<file path="config.mk">
export PLATFORM = sky130hd
export DESIGN_NAME = loop_heat_profiler
export DESIGN_NICKNAME = d
export VERILOG_FILES = /design/src/rtl/lprof_pkg.sv /design/src/rtl/lprof_icount.sv /design/src/rtl/lprof_victim.sv /design/src/rtl/lprof_entry.sv /design/src/rtl/loop_heat_profiler.sv
export SDC_FILE = /design/constraint.sdc
export NUM_CORES = 2
export LEC_CHECK = 0
export BUFFER_PORTS_ARGS = -buffer_cell sky130_fd_sc_hd__buf_2
export CAP_MARGIN = 20
export CORE_MARGIN = 2
export CORE_UTILIZATION = 59
export CTS_CLUSTER_SIZE = 28
export DETAILED_ROUTE_END_ITERATION = 7
export PLACE_DENSITY = 0.76
export RECOVER_POWER = 25
export SLEW_MARGIN = 10
export SYNTH_ARGS = -nofsm -noshare
export SYNTH_HDL_FRONTEND = slang
export SYNTH_SLANG_ARGS = --single-unit
</file>
<file path="constraint.sdc">
create_clock -name clk_i -period 23.7 [get_ports clk_i]
set_input_delay 1.185 -clock clk_i [delete_from_list [all_inputs] [get_ports clk_i]]
set_output_delay 1.185 -clock clk_i [all_outputs]
set_load 0.05 [all_outputs]
</file>
<file path="src/rtl/lprof_pkg.sv">
// Shared declarations of the hot loop profiler.
// Assumes nothing beyond the 1800-2017 language.
package lprof_pkg;

    // How a loop event finds its table row.
    typedef enum logic [1:0] {
        ALLOC_HIT   = 2'd0,
        ALLOC_FREE  = 2'd1,
        ALLOC_EVICT = 2'd2
    } alloc_kind_e;

endpackage

</file>
<file path="src/rtl/lprof_icount.sv">
// Instruction counter between backward branches.
// Counts retired instructions and saturates at all ones.
// add_o is the value to credit if the instruction retiring now closes a
// loop: it includes that instruction. Assumes event_i implies retire_i.
module lprof_icount #(
    parameter int CNT_W = 32
) (
    input  logic             clk_i,
    input  logic             rst_ni,
    input  logic             clear_i,
    input  logic             retire_i,
    input  logic             event_i,
    output logic [CNT_W-1:0] add_o
);

    logic [CNT_W-1:0] cnt_q;

    // Saturating successor of the running count.
    always_comb begin
        add_o = (&cnt_q) ? cnt_q : cnt_q + CNT_W'(1);
    end

    // Count retired instructions; restart after a loop event or clear.
    always_ff @(posedge clk_i) begin
        if (!rst_ni) begin
            cnt_q <= '0;
        end else if (clear_i || event_i) begin
            cnt_q <= '0;
        end else if (retire_i) begin
            cnt_q <= add_o;
        end
    end

endmodule

</file>
<file path="src/rtl/lprof_victim.sv">
// Row selection for a missing loop.
// Finds the lowest empty row, and the row with the smallest total (lowest
// index among equals) for use when no row is empty. Purely combinational.
module lprof_victim #(
    parameter int DEPTH = 8,
    parameter int CNT_W = 32,
    parameter int IDX_W = 3
) (
    input  logic [DEPTH-1:0] valid_i,
    input  logic [CNT_W-1:0] totals_i [DEPTH],
    output logic             free_found_o,
    output logic [IDX_W-1:0] free_idx_o,
    output logic [IDX_W-1:0] min_idx_o
);

    logic [CNT_W-1:0] min_val;

    // Lowest-index empty row: scan downwards so the lowest wins.
    always_comb begin
        free_found_o = 1'b0;
        free_idx_o   = '0;
        for (int i = DEPTH - 1; i >= 0; i--) begin
            if (!valid_i[i]) begin
                free_found_o = 1'b1;
                free_idx_o   = IDX_W'(i);
            end
        end
    end

    // Smallest total; strict compare keeps the lower index on ties.
    always_comb begin
        min_idx_o = '0;
        min_val   = totals_i[0];
        for (int i = 1; i < DEPTH; i++) begin
            if (totals_i[i] < min_val) begin
                min_val   = totals_i[i];
                min_idx_o = IDX_W'(i);
            end
        end
    end

endmodule

</file>
<file path="src/rtl/lprof_entry.sv">
// One row of the associative loop table.
// Holds first and closing address, instruction total, pass count and a
// reported flag. Matches on the closing address. Totals and pass counts
// saturate. Assumes wr_hit_i and wr_new_i are never high together.
module lprof_entry #(
    parameter int ADDR_W = 16,
    parameter int CNT_W  = 32,
    parameter int ITER_W = 16
) (
    input  logic              clk_i,
    input  logic              rst_ni,
    input  logic              clear_i,
    input  logic [ADDR_W-1:0] pc_i,
    input  logic              wr_hit_i,
    input  logic              wr_new_i,
    input  logic [ADDR_W-1:0] start_i,
    input  logic [CNT_W-1:0]  add_i,
    input  logic              set_rep_i,
    output logic              valid_o,
    output logic              match_o,
    output logic              rep_o,
    output logic [ADDR_W-1:0] start_o,
    output logic [CNT_W-1:0]  total_o,
    output logic [CNT_W-1:0]  total_upd_o,
    output logic [ITER_W-1:0] iters_upd_o
);

    logic              valid_q;
    logic              rep_q;
    logic [ADDR_W-1:0] start_q;
    logic [ADDR_W-1:0] end_q;
    logic [CNT_W-1:0]  total_q;
    logic [ITER_W-1:0] iters_q;
    logic [CNT_W:0]    sum;

    // Match and saturating update values.
    always_comb begin
        match_o     = valid_q && (end_q == pc_i);
        sum         = {1'b0, total_q} + {1'b0, add_i};
        total_upd_o = sum[CNT_W] ? '1 : sum[CNT_W-1:0];
        iters_upd_o = (&iters_q) ? iters_q : iters_q + ITER_W'(1);
    end

    assign valid_o = valid_q;
    assign rep_o   = rep_q;
    assign start_o = start_q;
    assign total_o = total_q;

    // Row state: clear, fresh allocation, or accumulation on a hit.
    always_ff @(posedge clk_i) begin
        if (!rst_ni) begin
            valid_q <= 1'b0;
            rep_q   <= 1'b0;
            start_q <= '0;
            end_q   <= '0;
            total_q <= '0;
            iters_q <= '0;
        end else if (clear_i) begin
            valid_q <= 1'b0;
            rep_q   <= 1'b0;
            total_q <= '0;
            iters_q <= '0;
        end else if (wr_new_i) begin
            valid_q <= 1'b1;
            rep_q   <= set_rep_i;
            start_q <= start_i;
            end_q   <= pc_i;
            total_q <= add_i;
            iters_q <= ITER_W'(1);
        end else if (wr_hit_i) begin
            rep_q   <= rep_q | set_rep_i;
            total_q <= total_upd_o;
            iters_q <= iters_upd_o;
        end
    end

endmodule

</file>
<file path="src/rtl/loop_heat_profiler.sv">
// Hot loop profiler top.
// Detects retired taken backward branches and credits the running
// instruction count to a fully associative row keyed by the branch address.
// It allocates or evicts rows on a miss and reports each row once, when
// its total first exceeds thresh_i. Assumes at most one instruction retires
// per cycle and that ADDR_W >= OFF_W.
module loop_heat_profiler
    import lprof_pkg::*;
#(
    parameter int ADDR_W = 16,
    parameter int OFF_W  = 12,
    parameter int CNT_W  = 32,
    parameter int ITER_W = 16,
    parameter int DEPTH  = 8,
    localparam int IDX_W = (DEPTH > 1) ? $clog2(DEPTH) : 1
) (
    input  logic              clk_i,
    input  logic              rst_ni,
    input  logic              tbl_clear_i,
    input  logic              retire_i,
    input  logic [ADDR_W-1:0] pc_i,
    input  logic              br_taken_i,
    input  logic [OFF_W-1:0]  br_off_i,
    input  logic [CNT_W-1:0]  thresh_i,
    output logic              cand_valid_o,
    output logic [IDX_W-1:0]  cand_idx_o,
    output logic [ADDR_W-1:0] cand_start_o,
    output logic [ADDR_W-1:0] cand_end_o,
    output logic [CNT_W-1:0]  cand_total_o,
    output logic [ITER_W-1:0] cand_iters_o
);

    logic              loop_ev;
    logic [CNT_W-1:0]  add_val;
    logic [ADDR_W-1:0] start_new;

    logic [DEPTH-1:0]  e_valid;
    logic [DEPTH-1:0]  e_match;
    logic [DEPTH-1:0]  e_rep;
    logic [DEPTH-1:0]  wr_hit;
    logic [DEPTH-1:0]  wr_new;
    logic [ADDR_W-1:0] e_start     [DEPTH];
    logic [CNT_W-1:0]  e_total     [DEPTH];
    logic [CNT_W-1:0]  e_total_upd [DEPTH];
    logic [ITER_W-1:0] e_iters_upd [DEPTH];

    logic              hit_any;
    logic [IDX_W-1:0]  hit_idx;
    logic              free_found;
    logic [IDX_W-1:0]  free_idx;
    logic [IDX_W-1:0]  min_idx;
    alloc_kind_e       kind;
    logic [IDX_W-1:0]  tgt_idx;
    logic [CNT_W-1:0]  new_total;
    logic [ITER_W-1:0] new_iters;
    logic [ADDR_W-1:0] rep_start;
    logic              fire;

    // Loop event: retired, taken, negative displacement, not cleared.
    always_comb begin
        loop_ev   = retire_i && br_taken_i && br_off_i[OFF_W-1] && !tbl_clear_i;
        start_new = pc_i + ADDR_W'($signed(br_off_i));
    end

    lprof_icount #(
        .CNT_W (CNT_W)
    ) u_icount (
        .clk_i    (clk_i),
        .rst_ni   (rst_ni),
        .clear_i  (tbl_clear_i),
        .retire_i (retire_i),
        .event_i  (loop_ev),
        .add_o    (add_val)
    );

    for (genvar g = 0; g < DEPTH; g++) begin : g_row
        lprof_entry #(
            .ADDR_W (ADDR_W),
            .CNT_W  (CNT_W),
            .ITER_W (ITER_W)
        ) u_entry (
            .clk_i       (clk_i),
            .rst_ni      (rst_ni),
            .clear_i     (tbl_clear_i),
            .pc_i        (pc_i),
            .wr_hit_i    (wr_hit[g]),
            .wr_new_i    (wr_new[g]),
            .start_i     (start_new),
            .add_i       (add_val),
            .set_rep_i   (fire),
            .valid_o     (e_valid[g]),
            .match_o     (e_match[g]),
            .rep_o       (e_rep[g]),
            .start_o     (e_start[g]),
            .total_o     (e_total[g]),
            .total_upd_o (e_total_upd[g]),
            .iters_upd_o (e_iters_upd[g])
        );
    end

    lprof_victim #(
        .DEPTH (DEPTH),
        .CNT_W (CNT_W),
        .IDX_W (IDX_W)
    ) u_victim (
        .valid_i      (e_valid),
        .totals_i     (e_total),
        .free_found_o (free_found),
        .free_idx_o   (free_idx),
        .min_idx_o    (min_idx)
    );

    // Encode the matching row; closing addresses are unique in the table.
    always_comb begin
        hit_any = |e_match;
        hit_idx = '0;
        for (int i = 0; i < DEPTH; i++) begin
            if (e_match[i]) begin
                hit_idx = IDX_W'(i);
            end
        end
    end

    // Choose the target row and the values it will hold after the event.
    always_comb begin
        if (hit_any) begin
            kind      = ALLOC_HIT;
            tgt_idx   = hit_idx;
            new_total = e_total_upd[hit_idx];
            new_iters = e_iters_upd[hit_idx];
            rep_start = e_start[hit_idx];
        end else begin
            kind      = free_found ? ALLOC_FREE : ALLOC_EVICT;
            tgt_idx   = free_found ? free_idx : min_idx;
            new_total = add_val;
            new_iters = ITER_W'(1);
            rep_start = start_new;
        end
        fire = loop_ev && (new_total > thresh_i) && !(hit_any && e_rep[hit_idx]);
    end

    // Per-row write strobes.
    always_comb begin
        for (int i = 0; i < DEPTH; i++) begin
            wr_hit[i] = loop_ev && (kind == ALLOC_HIT) && (tgt_idx == IDX_W'(i));
            wr_new[i] = loop_ev && (kind != ALLOC_HIT) && (tgt_idx == IDX_W'(i));
        end
    end

    // Candidate report register: one-cycle pulse with the row's contents.
    always_ff @(posedge clk_i) begin
        if (!rst_ni) begin
            cand_valid_o <= 1'b0;
            cand_idx_o   <= '0;
            cand_start_o <= '0;
            cand_end_o   <= '0;
            cand_total_o <= '0;
            cand_iters_o <= '0;
        end else begin
            cand_valid_o <= fire;
            if (fire) begin
                cand_idx_o   <= tgt_idx;
                cand_start_o <= rep_start;
                cand_end_o   <= pc_i;
                cand_total_o <= new_total;
                cand_iters_o <= new_iters;
            end
        end
    end

endmodule

</file>
==> PnR_summary.wiki <==
{| class="wikitable"
! Metric !! Value
|-
| Critical Path Most Common Cell || sky130_fd_sc_hd__a21oi_1
|-
| Crit. End Element || flop
|-
| Synthesized cell area || 0.0606 sq mm
|-
| Lkg Pwr || 0.0263 uW
|-
| Top-Level Pins || 149
|-
| CTS tree || built
|-
| Asr flop ratio synth || 0%
|-
| Largest net degree at the start of global routing || 124
|-
| Least-Margin Pin Slew || 4.64 ns
|-
| Clock period minus worst slack || 22.59 ns
|-
| Power per unit of standard cell area || 47.7 mW/mm^2
|-
| Master of the slowest instance on the critical path || sky130_fd_sc_hd__a2111oi_4
|-
| Detailed-route via count || 66700
|-
| Worst skew pair latency || 0.74 ns
|-
| Max clock buf depth || 3
|-
| Post-detailed-route via-to-cell ratio || 7.02
|-
| Die outline area || 0.105 sq mm
|-
| CTS HTree Levels || 3
|-
| Post-Synthesis Mean Instance Area || 7.49 sq um
|-
| Path class of the lowest-slack min-delay path || reg2reg
|-
| Total congestion overflow after global routing || 0
|-
| DIE WIDTH || 324 um
|-
| Number of global-route vias before repair || 61900
|-
| Number of clock sinks || 772
|-
| Ratio of cells with drive above 1 in the final layout || 7.70%
|-
| CTS clock-pin slew for the worst setup and hold paths || 0.06 ns
|-
| Worst IR Drop VDD || 0.0000593 V
|-
| Global-route wire length before repair || 397000 um
|-
| Result of the run || complete, but fails checks
|-
| F_max || 44.3 MHz
|-
| Library cell used as clock root buffer || sky130_fd_sc_hd__clkbuf_16
|-
| Number of search-and-repair iterations in the first detailed-routing pass || 8
|-
| Worst-path maximum fanout || 45
|-
| Syn_nets || 8687
|-
| Total negative slack for setup checks || 0 ns
|-
| RSZ-0062 raised after global routing || false
|-
| Area growth syn-to-layout || 9.12%
|-
| Number of cells produced by synthesis || 8092
|-
| Number of max-cap violations || 7
|-
| Effective utilization at floorplan || 59.5%
|-
| Share of the yosys chip area belonging to registers || 25.5%
|-
| Final-report setup violation count || 0
|-
| Per-cell routed wire length || 28.8 um
|-
| Number of synthesized flops with an enable pin || 0
|-
| Leading area contributor after synthesis || sky130_fd_sc_hd__dfxtp_1
|-
| DRC errors left || 5
|-
| Post-detailed-placement half-perimeter wirelength || 197000 um
|-
| Total Routing Usage GR || 49.6%
|-
| Most frequent cells in the layout || sky130_fd_sc_hd__nand2_1, sky130_fd_sc_hd__dfxtp_1, sky130_fd_sc_hd__a21oi_1, sky130_fd_sc_hd__nor2_1, sky130_fd_sc_hd__ha_1
|-
| Violated checks || design-rule violations, max-capacitance violations, max-slew violations
|-
| Clock skew || 0.0449 ns
|-
| Number of I/O port buffers || 148
|-
| Starting DRC count in detailed routing || 9568
|-
| Top_reg_cell synth || sky130_fd_sc_hd__dfxtp_1
|-
| Leading cell type in the layout, fill and taps excluded || sky130_fd_sc_hd__nand2_1
|-
| FP Rows || 117
|-
| Filler Cell Count || 9093
|-
| Unique cell type count in the Yosys netlist || 101
|-
| Count of synthesis-stage warnings from yosys || 0
|-
| Placeable core region || 0.102 sq mm
|-
| Hold-fix buffers, CTS || 0
|-
| Final max-slew violation count || 452
|-
| WHS || 0.455 ns
|-
| Headroom to the max-slew limit || -211%
|-
| Antenna violations before repair || 19
|-
| Fraction of synthesized cell area taken by the top area cell type || 25.5%
|-
| Yosys reg bits || 772
|-
| Remaining number of nets flagged by the antenna check after routing || 0
|-
| Placer Congestion || 1.09
|-
| CP arrival || 23.20 ns
|-
| Required time worst endpoint || 24.31 ns
|-
| Cells taking the most area after synthesis || sky130_fd_sc_hd__dfxtp_1, sky130_fd_sc_hd__ha_1, sky130_fd_sc_hd__a21oi_1
|-
| Path type of the worst setup path || reg2reg
|-
| Die boundary height || 324 um
|-
| Max stage delay on crit path || 0.82 ns
|-
| Nets@finish || 8641
|-
| Critical path launch point type || flop
|-
| Number of buffers created by CTS || 88
|-
| Number of hold violations in the final report || 0
|-
| Detailed-route wire length || 273000 um
|-
| Final period utilization || 95.3%
|}
timing repair:
item	CTS	global route
resized for setup	0	5
setup endpoints to repair	0	655
buffers inserted	0	5
routing by layer:
metal	global-route usage [%]	vias to the layer above	routed length, um
li1	-	29300	-
met1	59.5	30900	98700
met2	72.5	5029	112000
met3	15.7	1461	36200
met4	40.6	12	26900
met5	0	-	68
final cells by class:
| class | instances | area, sq um | area share, % |
|---|---|---|---|
| multi-input cells | 6519 | 42500 | 64.2 |
| flip-flops and latches | 772 | 15500 | 23.4 |
| clock buffers | 129 | 2600 | 3.93 |
| repair buffers | 354 | 2180 | 3.29 |
| well taps | 1368 | 1710 | 2.59 |
| inverters | 311 | 1170 | 1.77 |
| clock inverters | 31 | 492 | 0.744 |
| diodes | 15 | 37.5 | 0.0568 |
state kept, by name, summed over array words and instances, names as in the netlist, 8 cells and up:
signal                 cells
u_icount.cnt_q            32
g_row.u_entry.rep_o        8
g_row.u_entry.valid_o      8
cand_iters_o              16
g_row.u_entry.start_o    128
cand_total_o              32
g_row.u_entry.total_o    256
g_row.u_entry.end_q      128
g_row.u_entry.iters_q    128
cand_end_o                16
cand_start_o              16
power breakdown:
group,total (uW),switching (uW),internal [uW],leakage [uW]
registers,1300,1.12,1300,0.00622
clock network,1500,649,853,0.00150
logic,349,255,94.4,0.0185
path summary, 6_finish.rpt:
check	slack (ns)	startpoint	depth (start not counted)	to
worst min-delay path	0.46	g_row[2].u_entry.start_o[0]$_SDFFE_PN0P_	2	g_row[2].u_entry.start_o[0]$_SDFFE_PN0P_
worst min register to register	0.46	g_row[2].u_entry.start_o[0]$_SDFFE_PN0P_	2	g_row[2].u_entry.start_o[0]$_SDFFE_PN0P_
worst max-delay path	1.11	g_row[0].u_entry.total_o[2]$_SDFFE_PP0P_	91	g_row[1].u_entry.total_o[7]$_SDFFE_PP0P_
worst max register to register	1.11	g_row[0].u_entry.total_o[2]$_SDFFE_PP0P_	91	g_row[1].u_entry.total_o[7]$_SDFFE_PP0P_
cell usage after synthesis (23+ instances only):
cell type                   instances
sky130_fd_sc_hd__a2111oi_0         25
sky130_fd_sc_hd__a211oi_1          92
sky130_fd_sc_hd__a21o_1           127
sky130_fd_sc_hd__a21oi_1          717
sky130_fd_sc_hd__a22oi_1           44
sky130_fd_sc_hd__a311oi_1          27
sky130_fd_sc_hd__a31o_2            28
sky130_fd_sc_hd__a31oi_1           64
sky130_fd_sc_hd__a32o_1            23
sky130_fd_sc_hd__and2_1            44
sky130_fd_sc_hd__and3_1            97
sky130_fd_sc_hd__buf_1             49
sky130_fd_sc_hd__buf_2             35
sky130_fd_sc_hd__clkbuf_1         406
sky130_fd_sc_hd__dfxtp_1          772
sky130_fd_sc_hd__ha_1             521
sky130_fd_sc_hd__inv_1            311
sky130_fd_sc_hd__mux2_2            71
sky130_fd_sc_hd__mux2i_1          133
sky130_fd_sc_hd__nand2_1          850
sky130_fd_sc_hd__nand2b_1          81
sky130_fd_sc_hd__nand3_1          459
sky130_fd_sc_hd__nand4_1          120
sky130_fd_sc_hd__nor2_1           710
sky130_fd_sc_hd__nor2b_1           68
sky130_fd_sc_hd__nor3_1           249
sky130_fd_sc_hd__nor4_1            59
sky130_fd_sc_hd__o211ai_1         121
sky130_fd_sc_hd__o21a_1            54
sky130_fd_sc_hd__o21ai_0          453
sky130_fd_sc_hd__o21ai_1           24
sky130_fd_sc_hd__o21bai_1          70
sky130_fd_sc_hd__o221ai_1          25
sky130_fd_sc_hd__o22ai_1           54
sky130_fd_sc_hd__o311ai_0          44
sky130_fd_sc_hd__o31ai_1          134
sky130_fd_sc_hd__or2_2             37
sky130_fd_sc_hd__or3_1             97
sky130_fd_sc_hd__or4_1             29
sky130_fd_sc_hd__xnor2_1          333
sky130_fd_sc_hd__xor2_1           197
worst max-delay path: cells and delay by family, from the launching register on:
kind / cells / cell delay [ns]
AND/OR/NAND/NOR: 23 / 4.40
adder cells (fa/ha/maj): 7 / 2.08
AO/OA/AOI/OAI: 43 / 10.60
buffers and inverters: 14 / 3.17
flip-flops: 1 / 0.49
multiplexers: 4 / 1.67
per-stage QoR:
step	worst slack [ns]	cells	total power, uW	instance area [sq um]	utilization [%]
floorplan	4.04	8092	1540	60600	-
global placement	0.756	9305	1650	62900	61.8
detailed placement	0.528	9310	1650	63000	61.8
CTS	0.489	9470	3120	66100	64.8
global route	0.00500	9484	3200	66100	64.9
finish	1.11	9499	3150	66100	64.9
cell families after synthesis:
group | Yosys count | share of synthesized area, %
simple gates | 2962 | 23.0
buf+inv | 801 | 5.03
flops | 772 | 25.5
compound gates | 2290 | 24.2
fa+ha+maj | 532 | 11.1
mux | 205 | 3.53
xor+xnor | 530 | 7.66
(Power assumes the default switching activity.)
